## config.mk

```make
export PLATFORM = sky130hd
export DESIGN_NAME = rtc_time_seq
export DESIGN_NICKNAME = d
export VERILOG_FILES = /design/src/rtl/rtc_seq_pkg.sv /design/src/rtl/rtc_seq_txn_port.sv /design/src/rtl/rtc_seq_ctrl.sv /design/src/rtl/rtc_seq_snapshot.sv /design/src/rtl/rtc_time_seq.sv
export SDC_FILE = /design/constraint.sdc
export NUM_CORES = 1
export LEC_CHECK = 0
export BUFFER_PORTS_ARGS = -buffer_cell sky130_fd_sc_hd__buf_4
export CORE_MARGIN = 3
export CORE_UTILIZATION = 45
export CTS_CLUSTER_SIZE = 12
export DETAILED_ROUTE_END_ITERATION = 16
export PLACE_DENSITY = 0.63
export REMOVE_ABC_BUFFERS = 1
export SETUP_SLACK_MARGIN = 0.15
export SYNTH_ARGS = -nofsm -noshare
export SYNTH_HDL_FRONTEND = slang
export SYNTH_SLANG_ARGS = --single-unit
```

## constraint.sdc

```tcl
create_clock -name clk -period 15.8 [get_ports clk]
set_clock_uncertainty 0.15 [all_clocks]
set_input_delay 0.79 -clock clk [delete_from_list [all_inputs] [get_ports clk]]
set_output_delay 0.79 -clock clk [all_outputs]
set_load 0.005 [all_outputs]
```

## src/rtl/rtc_seq_pkg.sv

```systemverilog
package rtc_seq_pkg;

  localparam int ADDR_W = 6;
  localparam int DATA_W = 8;
  localparam int NFIELD = 7;
  localparam int STEP_W = 4;

  // register map of the clock chip
  localparam logic [ADDR_W-1:0] A_SEC  = 6'h00;
  localparam logic [ADDR_W-1:0] A_MIN  = 6'h01;
  localparam logic [ADDR_W-1:0] A_HOUR = 6'h02;
  localparam logic [ADDR_W-1:0] A_MDAY = 6'h03;
  localparam logic [ADDR_W-1:0] A_MON  = 6'h04;
  localparam logic [ADDR_W-1:0] A_WDAY = 6'h05;
  localparam logic [ADDR_W-1:0] A_YEAR = 6'h06;
  localparam logic [ADDR_W-1:0] A_CTRL = 6'h07;
  localparam logic [ADDR_W-1:0] A_RAM0 = 6'h20;

  localparam logic [DATA_W-1:0] WP_OPEN   = 8'h00;
  localparam logic [DATA_W-1:0] WP_CLOSE  = 8'h80;
  localparam logic [DATA_W-1:0] HALT_BIT  = 8'h80;
  localparam logic [DATA_W-1:0] PROBE_PAT = 8'h42;

  // field slots, in load order: sec, min, hour, wday, mday, mon, year
  localparam int F_SEC  = 0;
  localparam int F_MON  = 5;
  localparam int F_YEAR = 6;

  typedef enum logic [1:0] {M_SET, M_READ, M_PROBE} mode_e;
  typedef enum logic [1:0] {D_CONST, D_FIELD, D_HALT, D_RUN} dsel_e;
  typedef enum logic [1:0] {S_IDLE, S_LAUNCH, S_WAIT, S_END} state_e;

  typedef struct packed {
    logic              wr;
    logic [ADDR_W-1:0] addr;
    dsel_e             dsel;
    logic [DATA_W-1:0] konst;
    logic [2:0]        fidx;
  } op_t;

  function automatic logic [ADDR_W-1:0] field_addr(input logic [2:0] f);
    case (f)
      3'd0:    return A_SEC;
      3'd1:    return A_MIN;
      3'd2:    return A_HOUR;
      3'd3:    return A_WDAY;
      3'd4:    return A_MDAY;
      3'd5:    return A_MON;
      default: return A_YEAR;
    endcase
  endfunction

  function automatic logic [STEP_W-1:0] last_step(input mode_e m);
    case (m)
      M_SET:   return 4'd12;
      M_READ:  return 4'd6;
      default: return 4'd1;
    endcase
  endfunction

  function automatic op_t step_op(input mode_e m, input logic [STEP_W-1:0] i);
    op_t o;
    o.wr    = 1'b1;
    o.addr  = A_SEC;
    o.dsel  = D_CONST;
    o.konst = '0;
    o.fidx  = '0;
    case (m)
      M_SET: begin
        if (i == 4'd0) begin
          o.addr  = A_CTRL;
          o.konst = WP_OPEN;
        end else if (i == 4'd1 || i == 4'd10) begin
          o.wr = 1'b0;
        end else if (i == 4'd2) begin
          o.dsel = D_HALT;
        end else if (i == 4'd11) begin
          o.dsel = D_RUN;
        end else if (i == 4'd12) begin
          o.addr  = A_CTRL;
          o.konst = WP_CLOSE;
        end else begin
          o.fidx = 3'(i - 4'd3);
          o.addr = field_addr(o.fidx);
          o.dsel = D_FIELD;
        end
      end
      M_READ: begin
        o.wr   = 1'b0;
        o.fidx = i[2:0];
        o.addr = field_addr(i[2:0]);
      end
      default: begin
        o.addr  = A_RAM0;
        o.konst = PROBE_PAT;
        o.wr    = (i == 4'd0);
      end
    endcase
    return o;
  endfunction

  function automatic logic [7:0] bin2bcd(input logic [7:0] v);
    logic [7:0] t;
    logic [7:0] u;
    t = (v / 8'd10) % 8'd10;
    u = v % 8'd10;
    return {t[3:0], u[3:0]};
  endfunction

  function automatic logic [7:0] bcd2bin(input logic [7:0] b);
    return ({4'b0, b[7:4]} * 8'd10) + {4'b0, b[3:0]};
  endfunction

endpackage

```

## src/rtl/rtc_seq_txn_port.sv

```systemverilog
module rtc_seq_txn_port
  import rtc_seq_pkg::*;
#(
  parameter int TIMEOUT_CYC = 1024,
  localparam int CNT_W = (TIMEOUT_CYC > 2) ? $clog2(TIMEOUT_CYC) : 1
) (
  input  logic              clk,
  input  logic              rst_ni,
  input  logic              launch,
  input  logic              op_wr,
  input  logic [ADDR_W-1:0] op_addr,
  input  logic [DATA_W-1:0] op_wdata,
  input  logic              txn_ack,
  output logic              txn_req,
  output logic              txn_write,
  output logic [ADDR_W-1:0] txn_addr,
  output logic [DATA_W-1:0] txn_wdata,
  output logic              fin,
  output logic              tmo
);

  logic              req_q, req_n;
  logic              wr_q;
  logic [ADDR_W-1:0] addr_q;
  logic [DATA_W-1:0] wdata_q;
  logic [CNT_W-1:0]  cnt_q, cnt_n;
  logic              cnt_en;

  localparam logic [CNT_W-1:0] CNT_LAST = CNT_W'(TIMEOUT_CYC - 1);

  assign fin = req_q & txn_ack;
  assign tmo = req_q & ~txn_ack & (cnt_q == CNT_LAST);

  always_comb begin
    req_n  = req_q;
    cnt_n  = cnt_q;
    cnt_en = 1'b0;
    if (launch) begin
      req_n  = 1'b1;
      cnt_n  = '0;
      cnt_en = 1'b1;
    end else if (fin || tmo) begin
      req_n = 1'b0;
    end else if (req_q) begin
      cnt_n  = cnt_q + 1'b1;
      cnt_en = 1'b1;
    end
  end

  always_ff @(posedge clk or negedge rst_ni) begin
    if (!rst_ni) begin
      req_q   <= 1'b0;
      wr_q    <= 1'b0;
      addr_q  <= '0;
      wdata_q <= '0;
      cnt_q   <= '0;
    end else begin
      req_q <= req_n;
      if (cnt_en) cnt_q <= cnt_n;
      if (launch) begin
        wr_q    <= op_wr;
        addr_q  <= op_addr;
        wdata_q <= op_wdata;
      end
    end
  end

  assign txn_req   = req_q;
  assign txn_write = wr_q;
  assign txn_addr  = addr_q;
  assign txn_wdata = wdata_q;

  a_r8_req_hold: assert property (@(posedge clk) disable iff (!rst_ni)
    (req_q && !txn_ack && !tmo) |=> (req_q && $stable(addr_q) && $stable(wdata_q) && $stable(wr_q)));

  a_r8_gap_after_ack: assert property (@(posedge clk) disable iff (!rst_ni)
    (req_q && txn_ack) |=> !req_q);

  a_r9_cnt_bound: assert property (@(posedge clk) disable iff (!rst_ni)
    req_q |-> (cnt_q <= CNT_LAST));

  a_r8_launch_idle: assert property (@(posedge clk) disable iff (!rst_ni)
    launch |-> !req_q);

endmodule

```

## src/rtl/rtc_seq_ctrl.sv

```systemverilog
module rtc_seq_ctrl
  import rtc_seq_pkg::*;
(
  input  logic                          clk,
  input  logic                          rst_ni,
  input  logic                          cmd_set,
  input  logic                          cmd_read,
  input  logic                          cmd_probe,
  input  logic [NFIELD-1:0][DATA_W-1:0] set_fld,
  input  logic                          fin,
  input  logic                          tmo,
  input  logic [DATA_W-1:0]             rdata,
  output logic                          launch,
  output logic                          op_wr,
  output logic [ADDR_W-1:0]             op_addr,
  output logic [DATA_W-1:0]             op_wdata,
  output logic                          busy,
  output logic                          done,
  output logic                          err,
  output logic                          pfail,
  output logic                          snap_clr,
  output logic                          cap_en,
  output logic [2:0]                    cap_idx,
  output logic                          commit
);

  state_e                        st_q, st_n;
  mode_e                         mode_q, mode_n;
  logic [STEP_W-1:0]             step_q, step_n;
  logic [DATA_W-1:0]             held_q, held_n;
  logic                          err_q, err_n;
  logic                          pfail_q, pfail_n;
  logic                          done_q;
  logic [NFIELD-1:0][DATA_W-1:0] fld_q;
  logic [NFIELD-1:0][DATA_W-1:0] enc;
  logic                          fld_en;
  op_t                           cur_op;

  // encode the host fields into register bytes at accept time
  for (genvar g = 0; g < NFIELD; g++) begin : g_enc
    if (g == F_MON) begin : g_mon
      assign enc[g] = bin2bcd(set_fld[g] + 8'd1);
    end else if (g == F_YEAR) begin : g_year
      assign enc[g] = bin2bcd(set_fld[g] % 8'd100);
    end else begin : g_plain
      assign enc[g] = bin2bcd(set_fld[g]);
    end
  end

  assign cur_op = step_op(mode_q, step_q);

  always_comb begin
    st_n     = st_q;
    mode_n   = mode_q;
    step_n   = step_q;
    held_n   = held_q;
    err_n    = err_q;
    pfail_n  = pfail_q;
    fld_en   = 1'b0;
    snap_clr = 1'b0;
    case (st_q)
      S_IDLE: begin
        if (cmd_set || cmd_read || cmd_probe) begin
          st_n   = S_LAUNCH;
          step_n = '0;
          err_n  = 1'b0;
          if (cmd_set) begin
            mode_n = M_SET;
            fld_en = 1'b1;
          end else if (cmd_read) begin
            mode_n   = M_READ;
            snap_clr = 1'b1;
          end else begin
            mode_n  = M_PROBE;
            pfail_n = 1'b0;
          end
        end
      end
      S_LAUNCH: st_n = S_WAIT;
      S_WAIT: begin
        if (fin) begin
          if (!cur_op.wr) held_n = rdata;
          if (mode_q == M_PROBE && !cur_op.wr && rdata != PROBE_PAT) pfail_n = 1'b1;
          if (step_q == last_step(mode_q)) begin
            st_n = S_END;
          end else begin
            step_n = step_q + 1'b1;
            st_n   = S_LAUNCH;
          end
        end else if (tmo) begin
          err_n = 1'b1;
          if (mode_q == M_PROBE) pfail_n = 1'b1;
          st_n = S_END;
        end
      end
      default: st_n = S_IDLE;
    endcase
  end

  always_ff @(posedge clk or negedge rst_ni) begin
    if (!rst_ni) begin
      st_q    <= S_IDLE;
      mode_q  <= M_SET;
      step_q  <= '0;
      held_q  <= '0;
      err_q   <= 1'b0;
      pfail_q <= 1'b0;
      done_q  <= 1'b0;
      fld_q   <= '0;
    end else begin
      st_q    <= st_n;
      mode_q  <= mode_n;
      step_q  <= step_n;
      held_q  <= held_n;
      err_q   <= err_n;
      pfail_q <= pfail_n;
      done_q  <= (st_q == S_END);
      if (fld_en) fld_q <= enc;
    end
  end

  always_comb begin
    case (cur_op.dsel)
      D_FIELD: op_wdata = fld_q[cur_op.fidx];
      D_HALT:  op_wdata = held_q | HALT_BIT;
      D_RUN:   op_wdata = held_q & ~HALT_BIT;
      default: op_wdata = cur_op.konst;
    endcase
  end

  assign launch  = (st_q == S_LAUNCH);
  assign op_wr   = cur_op.wr;
  assign op_addr = cur_op.addr;
  assign busy    = (st_q != S_IDLE);
  assign done    = done_q;
  assign err     = err_q;
  assign pfail   = pfail_q;
  assign cap_en  = fin && (mode_q == M_READ) && (st_q == S_WAIT);
  assign cap_idx = step_q[2:0];
  assign commit  = (st_q == S_END) && (mode_q == M_READ) && !err_q;

  a_r12_done_single: assert property (@(posedge clk) disable iff (!rst_ni)
    done_q |=> !done_q);

  a_r1_step_bound: assert property (@(posedge clk) disable iff (!rst_ni)
    (st_q != S_IDLE) |-> (step_q <= last_step(mode_q)));

  a_r9_tmo_aborts: assert property (@(posedge clk) disable iff (!rst_ni)
    (tmo && st_q == S_WAIT) |=> (st_q == S_END && err_q));

  a_r10_busy_holds_mode: assert property (@(posedge clk) disable iff (!rst_ni)
    (st_q == S_WAIT) |=> $stable(mode_q));

endmodule

```

## src/rtl/rtc_seq_snapshot.sv

```systemverilog
module rtc_seq_snapshot
  import rtc_seq_pkg::*;
(
  input  logic                          clk,
  input  logic                          rst_ni,
  input  logic                          clr,
  input  logic                          cap_en,
  input  logic [2:0]                    cap_idx,
  input  logic [DATA_W-1:0]             cap_data,
  input  logic                          commit,
  output logic [NFIELD-1:0][DATA_W-1:0] fld_out,
  output logic                          valid
);

  logic [NFIELD-1:0][DATA_W-1:0] stage_q;
  logic [NFIELD-1:0][DATA_W-1:0] dec;
  logic [NFIELD-1:0][DATA_W-1:0] out_q;
  logic                          valid_q, valid_n;

  for (genvar g = 0; g < NFIELD; g++) begin : g_fld
    logic st_en;
    assign st_en = cap_en && (cap_idx == 3'(g));

    always_ff @(posedge clk or negedge rst_ni) begin
      if (!rst_ni)    stage_q[g] <= '0;
      else if (st_en) stage_q[g] <= cap_data;
    end

    if (g == F_SEC) begin : g_sec
      assign dec[g] = bcd2bin(stage_q[g] & ~HALT_BIT);
    end else if (g == F_MON) begin : g_mon
      assign dec[g] = bcd2bin(stage_q[g]) - 8'd1;
    end else if (g == F_YEAR) begin : g_year
      logic [DATA_W-1:0] yr;
      assign yr     = bcd2bin(stage_q[g]);
      assign dec[g] = (yr < 8'd70) ? yr + 8'd100 : yr;
    end else begin : g_plain
      assign dec[g] = bcd2bin(stage_q[g]);
    end
  end

  always_comb begin
    valid_n = valid_q;
    if (clr)         valid_n = 1'b0;
    else if (commit) valid_n = 1'b1;
  end

  always_ff @(posedge clk or negedge rst_ni) begin
    if (!rst_ni) begin
      out_q   <= '0;
      valid_q <= 1'b0;
    end else begin
      valid_q <= valid_n;
      if (commit) out_q <= dec;
    end
  end

  assign fld_out = out_q;
  assign valid   = valid_q;

  a_r6_no_commit_clear: assert property (@(posedge clk) disable iff (!rst_ni)
    !(clr && commit));

endmodule

```

## src/rtl/rtc_time_seq.sv

```systemverilog
module rtc_time_seq
  import rtc_seq_pkg::*;
#(
  parameter int TIMEOUT_CYC = 1024
) (
  input  logic       clk,
  input  logic       rst_n,
  input  logic       cmd_set,
  input  logic       cmd_read,
  input  logic       cmd_probe,
  input  logic [7:0] set_sec,
  input  logic [7:0] set_min,
  input  logic [7:0] set_hour,
  input  logic [7:0] set_wday,
  input  logic [7:0] set_mday,
  input  logic [7:0] set_mon,
  input  logic [7:0] set_year,
  output logic       busy,
  output logic       done,
  output logic       timeout_err,
  output logic       probe_fail,
  output logic       rd_valid,
  output logic [7:0] rd_sec,
  output logic [7:0] rd_min,
  output logic [7:0] rd_hour,
  output logic [7:0] rd_wday,
  output logic [7:0] rd_mday,
  output logic [7:0] rd_mon,
  output logic [7:0] rd_year,
  output logic       txn_req,
  output logic       txn_write,
  output logic [5:0] txn_addr,
  output logic [7:0] txn_wdata,
  input  logic       txn_ack,
  input  logic [7:0] txn_rdata
);

  logic [1:0] rst_sync_q;
  logic       rst_ni;

  always_ff @(posedge clk or negedge rst_n) begin
    if (!rst_n) rst_sync_q <= 2'b00;
    else        rst_sync_q <= {rst_sync_q[0], 1'b1};
  end
  assign rst_ni = rst_sync_q[1];

  logic [NFIELD-1:0][DATA_W-1:0] set_fld;
  logic [NFIELD-1:0][DATA_W-1:0] rd_fld;
  logic              launch, op_wr, fin, tmo;
  logic [ADDR_W-1:0] op_addr;
  logic [DATA_W-1:0] op_wdata;
  logic              snap_clr, cap_en, commit;
  logic [2:0]        cap_idx;

  assign set_fld = {set_year, set_mon, set_mday, set_wday, set_hour, set_min, set_sec};

  rtc_seq_ctrl u_ctrl (
    .clk      (clk),
    .rst_ni   (rst_ni),
    .cmd_set  (cmd_set),
    .cmd_read (cmd_read),
    .cmd_probe(cmd_probe),
    .set_fld  (set_fld),
    .fin      (fin),
    .tmo      (tmo),
    .rdata    (txn_rdata),
    .launch   (launch),
    .op_wr    (op_wr),
    .op_addr  (op_addr),
    .op_wdata (op_wdata),
    .busy     (busy),
    .done     (done),
    .err      (timeout_err),
    .pfail    (probe_fail),
    .snap_clr (snap_clr),
    .cap_en   (cap_en),
    .cap_idx  (cap_idx),
    .commit   (commit)
  );

  rtc_seq_txn_port #(.TIMEOUT_CYC(TIMEOUT_CYC)) u_port (
    .clk      (clk),
    .rst_ni   (rst_ni),
    .launch   (launch),
    .op_wr    (op_wr),
    .op_addr  (op_addr),
    .op_wdata (op_wdata),
    .txn_ack  (txn_ack),
    .txn_req  (txn_req),
    .txn_write(txn_write),
    .txn_addr (txn_addr),
    .txn_wdata(txn_wdata),
    .fin      (fin),
    .tmo      (tmo)
  );

  rtc_seq_snapshot u_snap (
    .clk     (clk),
    .rst_ni  (rst_ni),
    .clr     (snap_clr),
    .cap_en  (cap_en),
    .cap_idx (cap_idx),
    .cap_data(txn_rdata),
    .commit  (commit),
    .fld_out (rd_fld),
    .valid   (rd_valid)
  );

  assign rd_sec  = rd_fld[0];
  assign rd_min  = rd_fld[1];
  assign rd_hour = rd_fld[2];
  assign rd_wday = rd_fld[3];
  assign rd_mday = rd_fld[4];
  assign rd_mon  = rd_fld[5];
  assign rd_year = rd_fld[6];

  a_r8_idle_quiet: assert property (@(posedge clk) disable iff (!rst_ni)
    !busy |-> !txn_req);

  a_r6_valid_with_done: assert property (@(posedge clk) disable iff (!rst_ni)
    $rose(rd_valid) |-> done);

  a_r9_err_then_done: assert property (@(posedge clk) disable iff (!rst_ni)
    $rose(timeout_err) |=> done);

  a_r12_done_ends_busy: assert property (@(posedge clk) disable iff (!rst_ni)
    done |-> !busy);

endmodule

```

==> flow_summary.ini, run 1 <==
[clocking]
root_buffer = clkbuf_16
cts.sinks = 212
clockBufferDepth = 3
cts_tree = yes
cts_resized = 0
clk_latency_ps = 530
post-cts-setup-buffers = 0
htree_levels = 1
clk_pin_slew_worst_paths_ps = 60
numCtsBuffers = 25

[critical_path]
crit_arrival_ps = 4970
setup.worst_path.class = input pin to flip-flop
r2r.worst_path.cells = 13
end_kind = flip-flop
crit_required_ps = 16090
critPathLaunchType = input pin
crit_path_max_fanout = 8

[sta]
layout_setup_ws_ps = 11120
finalHoldViolCount = 0
relSlewSlack_pct = 20.0
tns_ps = 0
worst_pin_slew_ps = 1190
layout_min_cycle_time_ps = 4680
fin_crit_sh_pct = 29.6
fmax_mhz = 214
setup_viol = 0
slew_viol_final = 0
rsz0062_at_grt = false

[layout]
fill_cells = 3150
drive_above_1_share_pct = 16.2
syn_to_final_growth_pct = 13.4
diodes = 0
layout.nets = 2036

[drt]
drt_wl_total_um = 36700
drt_pass1_iterations = 4
drt.antenna.violating_nets = 0
routedWlPerCell_um = 15.8
viasPerCell = 5.56
vias = 12900
drc = 0
dr.first_iter.drc_count = 780

[yosys]
synth_area_um2 = 15500
synth_edf_count = 0
avgSynthCellArea_um2 = 8.70
synth.area.top_cells = dfrtp_1, ha_1, nand2_1, o21ai_0, mux2_2
synth_top_area_share_pct = 34.2
async_flop_share_pct = 100
synthDistinctLibCells = 102
syn_inst = 1783
synth_top_area_cell = dfrtp_1
seq_area_frac_synth_pct = 34.2
yosys_warnings = 0
ys.flop_type = dfrtp_1
synthTopCellsByCount = nand2_1, dfrtp_1, o21ai_0, nor2_1, ha_1
synth_most_common_cell = nand2_1
ys_ff_latch = 212

[pwr]
ir_drop_v = 0.0000937
internal_power_mw = 1.48
leakagePower_nw = 8.21
p_clk_share_pct = 23.8
sw_frac_of_total_pct = 37.9
seq_power_share_pct = 35.7
switchingPower_mw = 0.904
p_per_area_nw_per_um2 = 136
combPwrFrac_pct = 40.6

[global_route]
gr-usage-all-layers_pct = 19.8
grt_pass1_wl_um = 61400
grt_max_degree = 184
grt_pass1_vias = 12300
grt-ovfl-total = 0
antenna_found_initial = 0

[placement]
numPortBuffers = 144
gp_congestion = 0.846
post-place-ws_ps = 10640
dpl.hpwl_um = 26500

[floorplan]
die_area_um2 = 36700
fp.dieW_um = 192
start_util_pct = 45.9
io_pins = 147
die_h_um = 192
row_count = 67
core_um2 = 33800

[job]
cap_violations = 0

[status]
status = finished clean

[worst_hold_path]
hold_path_class = flip-flop to async pin
==> kinds of logic (layout without fill, tap and decap cells) <==
logic type | after synthesis | after routing | synth area share [%]
fa+ha+maj | 106 | 106 | 9.18
flops | 212 | 212 | 34.2
xor+xnor | 104 | 104 | 6.02
other cells | 2 | 3 | 0.0484
mux | 95 | 95 | 6.70
compound gates | 464 | 464 | 20.2
simple gates | 621 | 621 | 18.8
buf+inv | 179 | 272 | 4.82
==> layer usage <==
| layer | GRT usage (%) | part of all wire, % | vias to the layer above |
|---|---|---|---|
| met4 | 3.33 | 1.5 | 0 |
| met2 | 33.9 | 48 | 252 |
| li1 | - | - | 6471 |
| met1 | 27.6 | 47 | 6167 |
| met3 | 2.12 | 3.8 | 32 |
| met5 | 0 | 0 | - |
==> state kept, by name, indices dropped and copies added (netlist names), 2 cells and up <==
signal            flops
rst_sync_q            2
u_ctrl.fld_q         56
u_ctrl.held_q         7
u_ctrl.mode_q         2
u_ctrl.st_q           2
u_ctrl.step_q         4
u_port.cnt_q         10
u_port.txn_addr       4
u_port.txn_wdata      8
u_snap.fld_out       56
u_snap.stage_q       55
==> area by class of cell <==
type	count	area (um2)	area share (%)
clock inverter	12	135	0.768
timing repair buffer	152	1160	6.57
sequential	212	5310	30.2
clock buffer	32	672	3.82
inverter	76	288	1.64
multi-input combinational	1393	9470	53.8
tap	448	561	3.19
==> through the flow <==
step                std cells  total power [mW]  utilization (%)  hold slack, ps  cell area, um2
floorplan                1681              1.47                -             181           15100
global placement         2280              1.80             49.6             116           16800
detailed placement       2280              1.83             49.6             122           16800
CTS                      2325              2.41             52.1             124           17600
global route             2325              2.57             52.1             144           17600
finish                   2325              2.38             52.1             109           17600
==> worst max-delay path, cell delays in order <==
cell and delay (ps):
buf_4 120, ha_1 320, inv_1 130, or3_1 380
and2_1 150, ha_1 240, nand2b_1 160, a2111oi_1 490
a211oi_2 160, and2_1 290, o2111ai_4 200, inv_4 90
a21oi_1 160, o21ai_2 110, and4_1 250, o311ai_2 350
ha_1 300, nor2_1 110, a22oi_1 90, o31ai_2 80
==> worst paths after layout <==
kind | startpoint | endpoint | slack [ps]
min in group clk | rst_sync_q[0] | rst_sync_q[1] | 210
setup reg to reg | u_ctrl.step_q[0] | u_port.txn_wdata[1] | 11800
hold reg to reg | rst_sync_q[1] | u_snap.fld_out[55] | 110
hold / removal | rst_sync_q[1] | u_snap.fld_out[55] | 110
max in group asynchronous | rst_sync_q[1] | u_snap.fld_out[30] | 13980
setup / recovery | set_mon[0] | u_ctrl.fld_q[46] | 11120
==> cell usage in the layout, fill, tap and decap left out, types with 12 or more instances in the layout <==
cell type and count:
a211oi_1 20, nand2_1 263, mux2_2 63, clkbuf_16 25, o22ai_1 12, nor3_1 24
o211ai_1 12, ha_1 93, nand3_1 35, nor2b_1 33, fa_1 13, xnor2_1 54
nor3b_1 12, buf_4 150, a21oi_1 84, a21o_1 17, nor2_1 127, a31oi_1 20
mux2i_1 30, xor2_1 47, inv_1 72, nand2b_1 43, dfrtp_1 211, o21ai_0 157
==> power groups by stage <==
| stage | logic (mW) | clock network, mW | registers [mW] |
|---|---|---|---|
| after floorplan | 0.645 | 0 | 0.826 |
| after global placement | 0.951 | 0 | 0.853 |
| after detailed placement | 0.968 | 0 | 0.858 |
| after CTS | 0.974 | 0.583 | 0.850 |
| after global routing | 1.10 | 0.604 | 0.872 |
| final | 0.968 | 0.566 | 0.850 |
==> what timing repair did <==
action | 4_1_cts | 5_1_grt
setup endpoints to repair | 0 | 0
endpoints found under the hold margin | 2 | 0
hold buffers | 1 | 0
Note: power is estimated with default switching activity, not from simulation.
==> run 2, diff against run 1 <==
==> constraint.sdc (replaced) <==
create_clock -name clk -period 4.7 [get_ports clk]
set_clock_uncertainty 0.15 [all_clocks]
set_input_delay 0.235 -clock clk [delete_from_list [all_inputs] [get_ports clk]]
set_output_delay 0.235 -clock clk [all_outputs]
set_load 0.005 [all_outputs]
==> run 2 against run 1 <==
Global-route usage down 0.44 points. Via count up 0.19%. Critical path type unchanged. Critical endpoint is now u_ctrl.fld_q[47]. Non-clock buffer count up 36. Die area unchanged. Highest routed layer unchanged.
==> flow_summary.ini, run 2 (synthesis gave the netlist of run 1 again) <==
[layout]
diodes = 0
instances_no_fill = 2361
layout_commonest_cell = nand2_1
syn_to_final_growth_pct = 15.7
drive_above_1_share_pct = 16.6
layout.nets = 2072
layout_common_cells = nand2_1, dfrtp_1, buf_4

[job]
cap_violations = 0

[sta]
layout_min_cycle_time_ps = 4160
finalHoldViolCount = 0
setup_viol = 0
worst_pin_slew_ps = 1230
tns_ps = 0
rsz0062_at_grt = false
fin_crit_sh_pct = 88.6
slew_viol_final = 0
fmax_mhz = 240
relSlewSlack_pct = 17.7

[critical_path]
slowest_stage = a2111oi_1
cpMostUsedCell = ha_1
path_buf_inv = 2
critPathMaxStageDelay_ps = 550
critPathTopFamily = compound AO/OA/AOI/OAI gates
crit_required_ps = 4990
crit_arrival_ps = 4450
crit_path_max_fanout = 8
setup.worst_path.class = input pin to flip-flop
critPathLaunchType = input pin
crit_chain = buf_4 -> ha_1 -> inv_1 -> or3_1 -> and2_1 -> ha_1 -> nand2b_1 -> a2111oi_1 -> a211oi_2 -> and2_1 -> a21oi_1 -> a31oi_1 -> a31oi_4 -> and4_1 -> o311ai_2 -> ha_1 -> a211o_1 -> nand3b_1 -> a31oi_1
end_kind = flip-flop

[drt]
vias = 12900
dr.first_iter.drc_count = 657
drt_pass1_iterations = 5
drt.antenna.violating_nets = 0
drt_wl_total_um = 36500
viasPerCell = 5.48
drc = 0
routedWlPerCell_um = 15.4

[pwr]
p_per_area_nw_per_um2 = 449
leakagePower_nw = 8.37
ir_drop_v = 0.000330

[clocking]
clk_latency_ps = 520
numCtsBuffers = 25
cts_hold_buf = 28
post-cts-setup-buffers = 0
root_buffer = clkbuf_16
cts.sinks = 212
clockBufferDepth = 3
cts_resized = 0
clk_pin_slew_worst_paths_ps = 50
cts_tree = yes
htree_levels = 1

[floorplan]
io_pins = 147
fp.dieW_um = 192
core_um2 = 33800
row_count = 67
die_area_um2 = 36700
die_h_um = 192
start_util_pct = 45.9

[placement]
gp_congestion = 0.856
dpl.hpwl_um = 26900
numPortBuffers = 144
dp_cells = 2289

[worst_hold_path]
hold_path_class = input pin to flip-flop

[global_route]
grt-ovfl-total = 0
grt_pass1_vias = 12200
antenna_found_initial = 0
gr-usage-all-layers_pct = 19.4
grt_max_degree = 80
grt_pass1_wl_um = 59900

[status]
status = finished clean
[run 2: cell count changes in the layout (fill, tap and decap cells not counted), sizes merged]
cell         previous run  this run
dlygate4sd3             1        28
buf                   151       160
clkinv                 10         6
clkinvlp                1         4
clkbuf                 32        34
bufinv                  2         1
[run 2: report_power, final]
| group | switching (mW) | leakage [nW] | total [mW] | internal, mW |
|---|---|---|---|---|
| clock | 0.754 | 0.396 | 1.89 | 1.14 |
| sequential | 0.476 | 2.75 | 2.88 | 2.40 |
| combinational | 1.77 | 5.22 | 3.28 | 1.50 |
[run 2: final timing paths]
kind	start	end	slack, ps	cells past startpoint
min in group asynchronous	rst_sync_q[1]	u_ctrl.mode_q[0]	300	0
min reg2reg	rst_sync_q[0]	rst_sync_q[1]	200	0
min	set_year[6]	u_ctrl.fld_q[54]	40	3
max reg2reg	u_ctrl.step_q[0]	u_port.txn_wdata[1]	850	12
max in group asynchronous	rst_sync_q[1]	u_snap.fld_out[43]	3150	1
max	set_mon[0]	u_ctrl.fld_q[47]	540	19
[run 2: final cells by class]
cell class / instances / area [um2]
Timing Repair Buffer: 188 / 1490
Clock inverter: 10 / 88.8
Clock buffer: 34 / 729
Fill cell: 3157 / 15800
Tap cell: 448 / 561
Inverter: 76 / 288
Sequential cell: 212 / 5310
Multi-Input combinational cell: 1393 / 9470
[run 2: through the flow]
stage | setup slack [ps] | hold slack (ps) | power, mW | cell area, um2 | utilization [%]
finish | 538 | 37.6 | 8.05 | 17900 | 53.1
global route | 198 | 50.1 | 8.68 | 17900 | 53.1
CTS | 604 | 17.5 | 8.12 | 17900 | 53.1
detailed placement | 64.6 | -132 | 6.16 | 16800 | 49.8
global placement | 243 | -132 | 6.09 | 16800 | 49.8
floorplan | -1800 | -211 | 4.94 | 15100 | -
[run 2: worst reg2reg max path: stages (launching register included)]
cell and delay, ps:
dfrtp_1 530, inv_1 180, ha_1 340, o21bai_1 170
a21oi_1 100, or4_1 680, o22a_1 420, buf_4 280
mux2i_1 210, a211o_1 150, a21oi_1 60, a2111oi_0 390
nor2_1 70
[run 2: per-layer routing]
layer / track usage, % / vias to the layer above / part of all wire (%)
met5: 0 / - / 0
met4: 4.37 / 0 / 2.0
met3: 1.99 / 45 / 3.5
met2: 33.2 / 235 / 47
met1: 26.5 / 6148 / 47
li1: - / 6518 / -
